File: src/rtl/dodge_pkg.sv
package dodge_pkg;

    typedef enum logic [1:0] {
        ST_READY   = 2'd0,
        ST_ACTIVE  = 2'd1,
        ST_RELEASE = 2'd2
    } dodge_state_e;

    localparam int SYNC_STAGES = 2;

    function automatic logic is_dodging(input dodge_state_e s);
        return s == ST_ACTIVE;
    endfunction

endpackage

File: src/rtl/btn_sync.sv
module btn_sync #(
    parameter int STAGES = 2
) (
    input  logic clk_i,
    input  logic rst_i,
    input  logic async_i,
    output logic sync_o
);
    localparam int LAST = STAGES - 1;

    logic [LAST:0] chain_q;

    always_ff @(posedge clk_i) begin
        if (rst_i) chain_q <= '0;
        else       chain_q <= {chain_q[LAST-1:0], async_i};
    end

    assign sync_o = chain_q[LAST];

    // Synchronizer latency: output follows the raw input two edges later
    p_sync_delay_r4: assert property (@(posedge clk_i)
        (!rst_i && $past(!rst_i) && $past(!rst_i, 2)) |-> (sync_o == $past(async_i, 2)));

endmodule

File: src/rtl/dodge_timer.sv
module dodge_timer #(
    parameter int DUR_W = 4
) (
    input  logic             clk_i,
    input  logic             rst_i,
    input  logic             load_i,
    input  logic             run_i,
    input  logic             tick_i,
    input  logic [DUR_W-1:0] dur_i,
    output logic             done_o
);
    localparam logic [DUR_W-1:0] ONE = DUR_W'(1);

    logic [DUR_W-1:0] cnt_q;
    logic [DUR_W-1:0] dur_q;
    logic [DUR_W:0]   cnt_inc;

    assign cnt_inc = {1'b0, cnt_q} + (DUR_W+1)'(1);
    assign done_o  = run_i && tick_i && (cnt_inc >= {1'b0, dur_q});

    always_ff @(posedge clk_i) begin
        if (rst_i) begin
            cnt_q <= '0;
            dur_q <= ONE;
        end else if (load_i) begin
            cnt_q <= '0;
            dur_q <= (dur_i == '0) ? ONE : dur_i;
        end else if (run_i && tick_i && !done_o) begin
            cnt_q <= cnt_inc[DUR_W-1:0];
        end
    end

    // Counter restarts from zero on entry to a window
    p_clear_on_load_r5: assert property (@(posedge clk_i) disable iff (rst_i)
        load_i |=> (cnt_q == '0));
    // Cycles without a tick leave the count untouched
    p_hold_no_tick_r5: assert property (@(posedge clk_i) disable iff (rst_i)
        (run_i && !tick_i && !load_i) |=> $stable(cnt_q));
    // Count never reaches the captured length while running
    p_cnt_bound_r5: assert property (@(posedge clk_i) disable iff (rst_i)
        run_i |-> (cnt_q < dur_q));
    // Captured length is never zero
    p_dur_nonzero_r8: assert property (@(posedge clk_i) disable iff (rst_i)
        dur_q != '0);
    // Captured length frozen during a window
    p_dur_frozen_r9: assert property (@(posedge clk_i) disable iff (rst_i)
        (run_i && !load_i) |=> $stable(dur_q));

endmodule

File: src/rtl/dodge_fsm.sv
module dodge_fsm
    import dodge_pkg::*;
(
    input  logic         clk_i,
    input  logic         rst_i,
    input  logic         btn_s_i,
    input  logic         done_i,
    output logic         load_o,
    output logic         run_o,
    output dodge_state_e state_o
);
    dodge_state_e st_q, st_d;

    always_comb begin
        st_d = st_q;
        unique case (st_q)
            ST_READY:   if (btn_s_i) st_d = ST_ACTIVE;
            ST_ACTIVE:  if (done_i)  st_d = ST_RELEASE;
            ST_RELEASE: if (!btn_s_i) st_d = ST_READY;
            default:    st_d = ST_READY;
        endcase
    end

    always_ff @(posedge clk_i) begin
        if (rst_i) st_q <= ST_READY;
        else       st_q <= st_d;
    end

    assign load_o  = (st_q == ST_READY) && btn_s_i;
    assign run_o   = is_dodging(st_q);
    assign state_o = st_q;

    // Reset lands in ready
    p_reset_ready_r2: assert property (@(posedge clk_i)
        rst_i |=> (st_q == ST_READY));
    // Only the three legal codes
    p_legal_code_r1: assert property (@(posedge clk_i) disable iff (rst_i)
        st_q != dodge_state_e'(2'd3));
    // Ready holds without a press
    p_ready_hold_r3: assert property (@(posedge clk_i) disable iff (rst_i)
        (st_q == ST_READY && !btn_s_i) |=> (st_q == ST_READY));
    // Press in ready opens a window
    p_press_enters_r4: assert property (@(posedge clk_i) disable iff (rst_i)
        (st_q == ST_READY && btn_s_i) |=> (st_q == ST_ACTIVE));
    // A window never drops straight back to ready
    p_active_exit_r6: assert property (@(posedge clk_i) disable iff (rst_i)
        (st_q == ST_ACTIVE) |=> (st_q != ST_READY));
    // Held button keeps release-wait
    p_no_rearm_r6: assert property (@(posedge clk_i) disable iff (rst_i)
        (st_q == ST_RELEASE && btn_s_i) |=> (st_q == ST_RELEASE));
    // Letting go returns to ready
    p_release_exit_r7: assert property (@(posedge clk_i) disable iff (rst_i)
        (st_q == ST_RELEASE && !btn_s_i) |=> (st_q == ST_READY));

endmodule

File: src/rtl/dodge_ctrl.sv
module dodge_ctrl
    import dodge_pkg::*;
#(
    parameter int DUR_W = 4
) (
    input  logic             clk_i,
    input  logic             rst_i,
    input  logic             tick_i,
    input  logic             btn_i,
    input  logic [DUR_W-1:0] dur_i,
    output logic             dodge_o,
    output logic [1:0]       state_o
);
    logic         btn_s;
    logic         load;
    logic         run;
    logic         done;
    dodge_state_e st;

    btn_sync #(.STAGES(SYNC_STAGES)) u_sync (
        .clk_i   (clk_i),
        .rst_i   (rst_i),
        .async_i (btn_i),
        .sync_o  (btn_s)
    );

    dodge_timer #(.DUR_W(DUR_W)) u_timer (
        .clk_i  (clk_i),
        .rst_i  (rst_i),
        .load_i (load),
        .run_i  (run),
        .tick_i (tick_i),
        .dur_i  (dur_i),
        .done_o (done)
    );

    dodge_fsm u_fsm (
        .clk_i   (clk_i),
        .rst_i   (rst_i),
        .btn_s_i (btn_s),
        .done_i  (done),
        .load_o  (load),
        .run_o   (run),
        .state_o (st)
    );

    assign dodge_o = run;
    assign state_o = st;

    // Flag and phase code agree at the ports
    p_flag_matches_code_r4: assert property (@(posedge clk_i) disable iff (rst_i)
        dodge_o |-> (state_o == 2'd1));

endmodule

File: config.mk
export PLATFORM = sky130hd
export DESIGN_NAME = dodge_ctrl
export DESIGN_NICKNAME = d
export VERILOG_FILES = /design/src/rtl/dodge_pkg.sv /design/src/rtl/btn_sync.sv /design/src/rtl/dodge_timer.sv /design/src/rtl/dodge_fsm.sv /design/src/rtl/dodge_ctrl.sv
export SDC_FILE = /design/constraint.sdc
export NUM_CORES = 1
export LEC_CHECK = 0
export BUFFER_PORTS_ARGS = -buffer_cell sky130_fd_sc_hd__buf_2
export CAP_MARGIN = 20
export CORE_AREA = 2 2 42 44
export CTS_BUF_LIST = sky130_fd_sc_hd__clkbuf_16
export DETAILED_ROUTE_END_ITERATION = 6
export DIE_AREA = 0 0 44 46
export PLACE_DENSITY_LB_ADDON = 0.12
export SLEW_MARGIN = 20
export SYNTH_ARGS = -nofsm -noshare
export SYNTH_HDL_FRONTEND = slang
export SYNTH_HIERARCHICAL = 1
export SYNTH_SLANG_ARGS = --single-unit
File: constraint.sdc
create_clock -name clk_i -period 2.97 [get_ports clk_i]
set_input_delay 0.594 -clock clk_i [delete_from_list [all_inputs] [get_ports clk_i]]
set_output_delay 0.594 -clock clk_i [all_outputs]
set_load 0.01 [all_outputs]
==> results.yml <==
cts:
  cts_tree: "yes"
  cts_buffers: 3
  cts_sinks: 12
  h-tree-depth: 1
  holdBufCountCts: 0
  path_clk_slew_ns: 0.04
  clockBufferDepth: 2
  cts_resized: 0
  clock-root-buffer: "clkbuf_16"
  post_cts_buffers: 0
  worstSkewPairLatency_ns: 0.23
drt:
  viasPerCell: 5.072
  drt_wl_total_um: 1162
  drt_iter0_drc: 3
  drc: 0
  routedWlPerCell_um: 11.98
  num_vias: 492
  first_pass_iters: 4
  ant_nets: 0
timing:
  grt_setup_unrepaired: "no"
  totalNegativeSetupSlack_ns: 0
  finalSetupViolCount: 0
  finalMaxSlewViolations: 0
  period_share_pct: 69.09
  finClkSkew_ns: 0.0005629
  clock.fmax_mhz: 487.3
  relSlewSlack_pct: 75.43
  hold_viol: 0
  final.min_clock_period_ns: 2.052
  worst_pin_slew_ns: 0.3672
critical_path:
  arrival_ns: 2.17
  crit_path_top_delay_cell: "a2111oi_1"
  crit_path_max_incr_delay_ns: 0.40
  cp_common_cell: "ha_1"
  end_kind: "register"
  path_delay_family: "compound AO/OA/AOI/OAI gates"
  crit_path_cell_trace: "ha_1, xor2_1, ha_1, a21o_1, a21oi_2, a31oi_1, a2111oi_1"
  start_kind: "register"
  required_ns: 3.09
  critPathKind: "reg -> reg"
  cp_max_fo: 5
  path_buf_inv: 0
  r2r_slack_ns: 0.92
placement:
  gp_congestion: 0.7290
  hpwl_um: 889.2
  io_buffers: 10
global_routing:
  grt_pass1_vias: 459
  grt_pass1_wl_um: 2001
  grt.total_usage_pct: 13.98
  grtUsageMet3_pct: 4.762
  antenna_found_initial: 0
  grt_use_met2_pct: 18.82
  met1_usage_pct: 20.14
  grt_max_degree: 12
  grt.overflow.total: 0
  grt-busiest-layer: "met1"
logic_synthesis:
  synth_top_area_cell: "dfxtp_1"
  synth-async-reset-ratio_pct: 0
  synth_flop_cell: "dfxtp_1"
  yosys_warnings: 6
  seq_area_frac_synth_pct: 38.87
  synth_common_cells: "dfxtp_1 (12), mux2i_1 (7), nand2_1 (7), nor2_1 (7), ha_1 (5)"
  syn_inst: 67
  yosysTopAreaCellShare_pct: 38.87
  yosysMostFrequentCell: "dfxtp_1"
  synth_area_leaders: "dfxtp_1 (39%), mux2i_1 (11%), ha_1 (10%), nand2_1 (4.3%), nor2_1 (4.3%)"
  yosys_register_bits: 12
  synth_area_per_cell_um2: 9.225
  synth.cell_area_um2: 618.1
  synth_edf_count: 0
  synth.distinct_cells: 24
  synth_fp_nets: 80
min_path:
  hp-class: "reg -> reg"
run:
  max_cap_viol_count: 0
pwr:
  total_power_uw: 435.4
  ir_drop_mv: 0.3916
  p_leak_nw: 0.3427
  powerDensity_nw_per_um2: 567.7
floorplanning:
  pin_count: 11
  initial_utilization_pct: 38.29
  coreArea_um2: 1614
  dieArea_um2: 2024
  std_cell_rows: 15
  die_x_um: 44
  die_y_um: 46
final_layout:
  nFillCells: 150
  area_growth_pct: 24.09
  drive_gt1_share_pct: 21.25
  antenna_cells: 0
  nNetsFinal: 95
status:
  status: "complete, no violations"
==> cells in the final DEF (no fill, tap or decap), types with 2 or more instances in the layout <==
master,netlist,layout
dfxtp_1,12,12
clkbuf_16,0,3
ha_1,5,5
nor2b_1,3,3
a21oi_1,3,3
nor2_1,7,7
nand3b_1,2,2
inv_1,4,4
buf_2,1,10
mux2i_1,7,7
nand2_1,7,7
or3_1,2,2
nand3_1,2,2
==> per-stage QoR <==
step                      util [%]  cells  hold WS [ns]  setup WS [ns]  cell area, µm²
after floorplan                  -     67        0.4138          1.085           618.1
after global placement       42.87     94        0.4375          1.000           691.9
after detailed placement     42.87     94        0.4338         0.8960           691.9
after CTS                    47.52     97        0.4431         0.9014           767.0
after global routing         47.52     97        0.4667         0.7238           767.0
final                        47.52     97        0.4367         0.9181           767.0
==> sequential cells by signal (all words and copies together), names as in the netlist <==
signal and count:
u_timer/cnt_q 4, u_timer/dur_q 4, u_sync/chain_q 2, u_fsm/state_o 2
==> worst register-to-register path, cell delays in order (launching register included) <==
cell and delay, ns:
dfxtp_1 0.39, ha_1 0.23, xor2_1 0.17, ha_1 0.26, a21o_1 0.19, a21oi_2 0.19, a31oi_1 0.12, a2111oi_1 0.40
==> power by group <==
| part | switching (mW) | internal (mW) | total (mW) |
|---|---|---|---|
| Sequential | 0.00265 | 0.166 | 0.168 |
| Clock | 0.0642 | 0.175 | 0.239 |
| Combinational | 0.0149 | 0.0131 | 0.0279 |
==> cell families (layout without fill, tap and decap cells) <==
family          count (synthesis)  in the layout  synth area share, %
simple gates                   28             28                24.49
flops                          12             12                38.87
compound gates                  8              8                9.110
mux                             7              7                11.34
fa+ha+maj                       5              5                10.12
buf+inv                         5             18                3.237
xor+xnor                        2              2                2.835
==> routing by layer <==
layer	wire, µm	share of wire [%]	up-vias
met1	650	56	220
li1	-	-	263
met4	10	0.86	0
met2	472	41	7
met3	28	2.4	2
met5	0	0	-
==> cell type report <==
class | instances | area, µm² | share of cell area (%)
Inverter | 4 | 15.01 | 1.958
Multi-Input combinational cell | 50 | 357.8 | 46.66
Tap cell | 17 | 21.27 | 2.773
Sequential cell | 12 | 240.2 | 31.32
Clock buffer | 3 | 75.07 | 9.788
Timing Repair Buffer | 11 | 57.56 | 7.504
==> final timing paths <==
check	startpoint	to	cells past startpoint
hold reg to reg	u_sync/chain_q[0]$_SDFF_PP0_	u_sync/chain_q[1]$_SDFF_PP0_	1
setup reg to reg	u_timer/cnt_q[0]$_SDFFE_PP0P_	u_fsm/state_o[0]$_SDFFE_PP0P_	7
hold / removal	u_sync/chain_q[0]$_SDFF_PP0_	u_sync/chain_q[1]$_SDFF_PP0_	1
setup / recovery	u_timer/cnt_q[0]$_SDFFE_PP0P_	u_fsm/state_o[0]$_SDFFE_PP0P_	7
Note: power is estimated with default switching activity, not from simulation.
